**src/rtl/uart_regif_pkg.sv**
```systemverilog
package uart_regif_pkg;
  localparam logic [2:0] OFS_DATA = 3'd0;
  localparam logic [2:0] OFS_IER  = 3'd1;
  localparam logic [2:0] OFS_IIR  = 3'd2;
  localparam logic [2:0] OFS_LCR  = 3'd3;
  localparam logic [2:0] OFS_MCR  = 3'd4;
  localparam logic [2:0] OFS_LSR  = 3'd5;
  localparam logic [2:0] OFS_MSR  = 3'd6;
  localparam logic [2:0] OFS_SCR  = 3'd7;

  localparam int unsigned LCR_DIV_BIT  = 7;
  localparam int unsigned MCR_LOOP_BIT = 4;
  localparam logic [7:0]  FCR_KEEP     = 8'hC9;

  typedef enum logic [3:0] {
    IID_MODEM = 4'h0,
    IID_NONE  = 4'h1,
    IID_THRE  = 4'h2,
    IID_RXDAT = 4'h4,
    IID_LINE  = 4'h6
  } iid_e;

  // modem input nibble {DCD, RI, DSR, CTS} seen for a given modem control value
  function automatic logic [3:0] modem_lines(input logic [4:0] mcr);
    modem_lines = mcr[MCR_LOOP_BIT] ? {mcr[3], mcr[2], mcr[0], mcr[1]} : 4'b1010;
  endfunction
endpackage

```
**src/rtl/uart_rx_queue.sv**
```systemverilog
module uart_rx_queue #(
  parameter int unsigned DEPTH = 16,
  parameter int unsigned W     = 8,
  localparam int unsigned CW   = $clog2(DEPTH + 1),
  localparam int unsigned PW   = $clog2(DEPTH)
) (
  input  logic          clk_i,
  input  logic          rst_ni,
  input  logic          flush_i,
  input  logic          big_i,
  input  logic          push_i,
  input  logic [W-1:0]  data_i,
  input  logic          pop_i,
  output logic [W-1:0]  head_o,
  output logic [CW-1:0] count_o,
  output logic [CW-1:0] cap_o,
  output logic          drop_o
);
  logic [W-1:0]  mem [DEPTH];
  logic [CW-1:0] wptr_q, rptr_q, cnt_q, cap_q;
  logic          pop_ok, push_ok;

  function automatic logic [CW-1:0] bump(input logic [CW-1:0] p, input logic [CW-1:0] cap);
    bump = (p == cap - 1'b1) ? '0 : p + 1'b1;
  endfunction

  assign pop_ok  = pop_i && (cnt_q != '0) && !flush_i;
  assign push_ok = push_i && !flush_i && ((cnt_q < cap_q) || pop_ok);
  assign drop_o  = push_i && !flush_i && !push_ok;
  assign head_o  = mem[rptr_q[PW-1:0]];
  assign count_o = cnt_q;
  assign cap_o   = cap_q;

  always_ff @(posedge clk_i or negedge rst_ni) begin
    if (!rst_ni) begin
      wptr_q <= '0;
      rptr_q <= '0;
      cnt_q  <= '0;
      cap_q  <= CW'(1);
    end else if (flush_i) begin
      wptr_q <= '0;
      rptr_q <= '0;
      cnt_q  <= '0;
      cap_q  <= big_i ? CW'(DEPTH) : CW'(1);
    end else begin
      if (push_ok) wptr_q <= bump(wptr_q, cap_q);
      if (pop_ok)  rptr_q <= bump(rptr_q, cap_q);
      if (push_ok && !pop_ok)      cnt_q <= cnt_q + 1'b1;
      else if (pop_ok && !push_ok) cnt_q <= cnt_q - 1'b1;
    end
  end

  always_ff @(posedge clk_i) begin
    if (push_ok) mem[wptr_q[PW-1:0]] <= data_i;
  end
endmodule

```
**src/rtl/uart_irq_prio.sv**
```systemverilog
module uart_irq_prio
  import uart_regif_pkg::*;
(
  input  logic [3:0] ier_i,
  input  logic       overrun_i,
  input  logic       rx_avail_i,
  input  logic       thre_i,
  input  logic       modem_i,
  output iid_e       iid_o
);
  always_comb begin
    if (overrun_i && ier_i[2])       iid_o = IID_LINE;
    else if (rx_avail_i && ier_i[0]) iid_o = IID_RXDAT;
    else if (thre_i && ier_i[1])     iid_o = IID_THRE;
    else if (modem_i && ier_i[3])    iid_o = IID_MODEM;
    else                             iid_o = IID_NONE;
  end
endmodule

```
**src/rtl/uart_regif.sv**
```systemverilog
module uart_regif
  import uart_regif_pkg::*;
#(
  parameter int unsigned ADDR_W    = 8,
  parameter int unsigned CLK_HZ    = 1843200,
  parameter int unsigned BAUD      = 9600,
  parameter int unsigned RXQ_DEPTH = 16
) (
  input  logic              clk_i,
  input  logic              rst_ni,
  input  logic [ADDR_W-1:0] addr_i,
  input  logic              wr_i,
  input  logic [7:0]        wdata_i,
  input  logic              rd_i,
  output logic [7:0]        rdata_o,
  input  logic              rx_push_i,
  input  logic [7:0]        rx_data_i,
  output logic              tx_valid_o,
  output logic [7:0]        tx_data_o,
  output logic              irq_o
);
  localparam logic [15:0] DIV_RST = 16'(CLK_HZ / BAUD / 16);
  localparam int unsigned QCW     = $clog2(RXQ_DEPTH + 1);

  logic [7:0]     dll_q, dlh_q, lcr_q, scr_q, fcr_q, tx_data_q;
  logic [3:0]     ier_q, msr_dlt_q;
  logic [4:0]     mcr_q;
  logic           thre_pend_q, oe_q, tx_valid_q;
  logic           hit, dlab, loop_en, fifo_en;
  logic [2:0]     ofs;
  logic           wr_data, rd_data, wr_fcr, rd_iir, rd_lsr, rd_msr, wr_mcr;
  logic           q_flush, q_push, q_drop;
  logic [7:0]     q_din, q_head;
  logic [QCW-1:0] q_count, q_cap;
  logic           q_empty;
  logic [3:0]     lines_now, lines_new, dlt_new;
  iid_e           iid;

  assign hit     = (addr_i[ADDR_W-1:3] == '0);
  assign ofs     = addr_i[2:0];
  assign dlab    = lcr_q[LCR_DIV_BIT];
  assign loop_en = mcr_q[MCR_LOOP_BIT];
  assign fifo_en = fcr_q[0];
  assign q_empty = (q_count == '0);

  assign wr_data = wr_i && hit && ofs == OFS_DATA && !dlab;
  assign rd_data = rd_i && hit && ofs == OFS_DATA && !dlab;
  assign wr_fcr  = wr_i && hit && ofs == OFS_IIR;
  assign rd_iir  = rd_i && hit && ofs == OFS_IIR;
  assign rd_lsr  = rd_i && hit && ofs == OFS_LSR;
  assign rd_msr  = rd_i && hit && ofs == OFS_MSR;
  assign wr_mcr  = wr_i && hit && ofs == OFS_MCR;

  // enable toggle resizes; receive-reset only honoured while the write enables
  assign q_flush = wr_fcr && ((wdata_i[0] != fifo_en) || (wdata_i[0] && wdata_i[1]));
  assign q_push  = loop_en ? wr_data : rx_push_i;
  assign q_din   = loop_en ? wdata_i : rx_data_i;

  uart_rx_queue #(.DEPTH(RXQ_DEPTH), .W(8)) u_rxq (
    .clk_i   (clk_i),
    .rst_ni  (rst_ni),
    .flush_i (q_flush),
    .big_i   (wdata_i[0]),
    .push_i  (q_push),
    .data_i  (q_din),
    .pop_i   (rd_data),
    .head_o  (q_head),
    .count_o (q_count),
    .cap_o   (q_cap),
    .drop_o  (q_drop)
  );

  uart_irq_prio u_prio (
    .ier_i      (ier_q),
    .overrun_i  (oe_q),
    .rx_avail_i (!q_empty),
    .thre_i     (thre_pend_q),
    .modem_i    (msr_dlt_q != '0),
    .iid_o      (iid)
  );

  assign irq_o = (iid != IID_NONE);

  assign lines_now = modem_lines(mcr_q);
  assign lines_new = modem_lines(wdata_i[4:0]);
  assign dlt_new   = {lines_now[3] ^ lines_new[3], lines_now[2] & ~lines_new[2],
                      lines_now[1] ^ lines_new[1], lines_now[0] ^ lines_new[0]};

  always_ff @(posedge clk_i or negedge rst_ni) begin
    if (!rst_ni) begin
      dll_q       <= DIV_RST[7:0];
      dlh_q       <= DIV_RST[15:8];
      lcr_q       <= '0;
      scr_q       <= '0;
      fcr_q       <= '0;
      ier_q       <= '0;
      mcr_q       <= '0;
      msr_dlt_q   <= '0;
      thre_pend_q <= 1'b0;
      oe_q        <= 1'b0;
      tx_valid_q  <= 1'b0;
      tx_data_q   <= '0;
    end else begin
      tx_valid_q <= wr_data && !loop_en;
      if (wr_data && !loop_en) tx_data_q <= wdata_i;
      if (wr_i && hit) begin
        unique case (ofs)
          OFS_DATA: if (dlab) dll_q <= wdata_i;
          OFS_IER:  if (dlab) dlh_q <= wdata_i; else ier_q <= wdata_i[3:0];
          OFS_IIR:  fcr_q <= wdata_i[0] ? (wdata_i & FCR_KEEP) : 8'h00;
          OFS_LCR:  lcr_q <= wdata_i;
          OFS_MCR:  mcr_q <= wdata_i[4:0];
          OFS_SCR:  scr_q <= wdata_i;
          default:  ;
        endcase
      end
      if (wr_data)                        thre_pend_q <= 1'b1;
      else if (rd_iir && iid == IID_THRE) thre_pend_q <= 1'b0;
      if (q_drop)      oe_q <= 1'b1;
      else if (rd_lsr) oe_q <= 1'b0;
      if (wr_mcr)      msr_dlt_q <= msr_dlt_q | dlt_new;
      else if (rd_msr) msr_dlt_q <= '0;
    end
  end

  assign tx_valid_o = tx_valid_q;
  assign tx_data_o  = tx_data_q;

  always_comb begin
    rdata_o = 8'h00;
    if (hit) begin
      unique case (ofs)
        OFS_DATA: rdata_o = dlab ? dll_q : (q_empty ? 8'h00 : q_head);
        OFS_IER:  rdata_o = dlab ? dlh_q : {4'h0, ier_q};
        OFS_IIR:  rdata_o = {fifo_en, fifo_en, 2'b00, iid};
        OFS_LCR:  rdata_o = lcr_q;
        OFS_MCR:  rdata_o = {3'b000, mcr_q};
        OFS_LSR:  rdata_o = {1'b0, 1'b1, 1'b1, 3'b000, oe_q, !q_empty};
        OFS_MSR:  rdata_o = {lines_now, msr_dlt_q};
        OFS_SCR:  rdata_o = scr_q;
        default:  rdata_o = 8'h00;
      endcase
    end
  end
endmodule

```
**config.mk**
```make
export PLATFORM = sky130hd
export DESIGN_NAME = uart_regif
export DESIGN_NICKNAME = d
export VERILOG_FILES = /design/src/rtl/uart_regif_pkg.sv /design/src/rtl/uart_rx_queue.sv /design/src/rtl/uart_irq_prio.sv /design/src/rtl/uart_regif.sv
export SDC_FILE = /design/constraint.sdc
export NUM_CORES = 1
export LEC_CHECK = 0
export ABC_AREA = 1
export BUFFER_PORTS_ARGS = -buffer_cell sky130_fd_sc_hd__buf_2
export CAP_MARGIN = 20
export CORE_MARGIN = 1
export CORE_UTILIZATION = 48
export DETAILED_ROUTE_END_ITERATION = 12
export HOLD_SLACK_MARGIN = 0.03
export PLACE_DENSITY_LB_ADDON = 0.05
export SYNTH_ARGS = -nofsm -noshare
export SYNTH_HDL_FRONTEND = slang
export SYNTH_SLANG_ARGS = --single-unit
```
**constraint.sdc**
```tcl
create_clock -name clk_i -period 6 [get_ports clk_i]
set_input_delay 1.2 -clock clk_i [delete_from_list [all_inputs] [get_ports clk_i]]
set_output_delay 1.2 -clock clk_i [all_outputs]
set_load 0.01 [all_outputs]
```
==> impl_metrics.ini <==
[sta]
relSlewSlack = 0.346
worstMarginPinSlew_ps = 976
max_freq_mhz = 229
setup_violations = 0
holdWs_ps = 491
worst_clock_skew_ps = 8.68
finalCriticalPeriod_ps = 4370
min_period_over_period = 0.728
rsz0062_at_grt = false
slew_viol_final = 0
fin_setup_tns_ps = 0
finalHoldViolCount = 0
setup_ws_ps = 1630

[global_routing]
grt_pass1_vias = 6529
antenna_found_initial = 0
grtUsageTotal = 0.252
grt_pass1_wl_um = 37400
grt_max_degree = 75
gr-total-overflow = 0

[yosys]
ys_seq_elements = 202
synth_commonest_cells = nand2_1 (171), o21ai_0 (135), edfxtp_1 (128)
ys_types = 42
synth.most_common_cell = nand2_1
yosysSeqAreaShare = 0.628
yosys.area.top_type_share = 0.423
syn-cell-area_mm2 = 0.00908
ys.warnings.count = 0
synth_top_area_cell = edfxtp_1
async_flop_share = 0.366
synth_edf_count = 128
synth_flop_cell = edfxtp_1
synth_fp_nets = 926
syn_area_per_cell_um2 = 10.2
syn_inst = 886
ys_top_cells_by_area = edfxtp_1 (42%), dfrtp_1 (20%), o21ai_0 (7.4%)

[drt]
viasPerCell = 5.74
routedWlPerCell_um = 20.2
drt_wl_total_um = 23700
drt-pass1-iter-count = 5
drt_iter0_drc = 612
route.vias.total = 6750
ant_nets = 0
post-route-drc-count = 0

[clock_tree]
postCtsHoldBufs = 0
cts_tree = built
ctsResizeCount = 0
clock_latency_ps = 490
clk_pin_slew_ps = 60
clock-sinks = 202
cts_buffer_depth = 3
cts_root_buffer = clkbuf_16
cts_setup_buffers = 0
cts_made_buffers = 21
cts_max_level = 1

[run]
drv_cap = 0

[setup_path]
path_max_fanout = 36
critPathTopFamily = buffers and inverters
worstPathCellList = inv_1 -> buf_4 -> nor2_1 -> o22ai_1 -> nand2_1 -> nand4_1 -> nand2_1 -> a21oi_1 -> buf_2
cp_common_cell = nand2_1
end_kind = output pin
path_class = reg2out
cp.required_ps = 4800
critPathLaunch = u_rxq.rptr_q[0]
cpPeakStageDelay_ps = 650
cp_slowest_cell = inv_1
crit_arrival_ps = 3170
r2r-start = mcr_q[4]
cp_num_buf_inv = 3
crit_path_start_kind = flop

[floorplan]
start_util = 0.497
rows = 49
dieArea_mm2 = 0.0195
die_x_um = 140
dieHeight_um = 140
io_pins = 47
design.core.area_mm2 = 0.0183

[final_layout]
nets = 973
post-route-util = 0.561
drive_gt1_frac = 0.132
diodes = 0
final_cells = 1175
area_delta_synth_final_pct = 12.9
design_area_mm2 = 0.0102

[placement]
dp_cells = 1136
portBuffers = 46
place_ws_ps = 2100
post-dp-hpwl_um = 15900
gp_congestion = 0.935
dpl-instance-area_mm2 = 0.00953

[min_path]
hp-start = dlh_q[6]
hold_path.class = reg2reg

[pwr]
leakage_nw = 4.10
power_density_mw_per_mm2 = 345
p_total_mw = 3.54
vdd_drop_max_mv = 0.206

[status]
status = completed
worst min-delay path, stage by stage (launching register included):
cell	delay, ps
dfrtp_1	340
nand2_1	50
o21ai_0	60
power by group:
part           switching [mW]  internal, mW
registers              0.0587          1.56
clock network           0.523         0.781
logic                   0.422         0.197
layer usage:
metal | part of all wire | GRT usage | wire length, um
met1 | 0.42 | 0.345 | 9950
met2 | 0.50 | 0.421 | 11800
met3 | 0.051 | 0.0268 | 1200
met4 | 0.032 | 0.0854 | 759
met5 | 0 | 0 | 0
kinds of logic (layout without fill, tap and decap cells):
family,Yosys count,after routing,share of synthesized area
XOR/XNOR,12,12,0.0116
adder cells (fa/ha/maj),11,11,0.0160
buffers and inverters,91,151,0.0405
AO/OA/AOI/OAI,230,230,0.139
AND/OR/NAND/NOR,340,340,0.165
flip-flops,202,202,0.628
worst paths after layout:
kind / end / slack, ps / depth (start not counted)
worst max-delay path: rdata_o[2] / 1630 / 9
worst min-delay path: dlh_q[6] / 490 / 2
worst max register to register: u_rxq.mem[2][3] / 3100 / 7
worst min register to register: dlh_q[6] / 490 / 2
max in group asynchronous: u_rxq.rptr_q[0] / 4450 / 1
min in group asynchronous: lcr_q[3] / 850 / 1
area by class of cell:
class                           instances  area, um2
Clock buffer                           25        551
Clock inverter                         11        130
Fill cell                            1590       8020
Inverter                               56        211
Multi-Input combinational cell        593       3020
Sequential cell                       202       5700
Tap cell                              229        287
Timing Repair Buffer                   59        350
cell usage in the layout (no fill, tap or decap), types with 4 or more instances in the layout:
cell type / n
buf_4: 13
clkbuf_16: 21
buf_2: 45
xor2_1: 8
xnor2_1: 4
o22ai_1: 33
nor2_4: 5
inv_1: 50
edfxtp_1: 128
dfrtp_1: 70
nand3_1: 23
a22oi_1: 5
clkinv_1: 6
a21oi_1: 31
ha_1: 10
o21ai_0: 127
nand4_1: 13
nand2_2: 4
nor2_1: 103
nor3_1: 4
o21ai_1: 18
nand2_1: 171
o31ai_1: 4
sequential cells by signal, summed over array words and instances (netlist names), 8 cells and up:
register and count:
dlh_q 8, dll_q 8, lcr_q 8, scr_q 8, tx_data_o 8, u_rxq.mem 128
(Power assumes the default switching activity.)
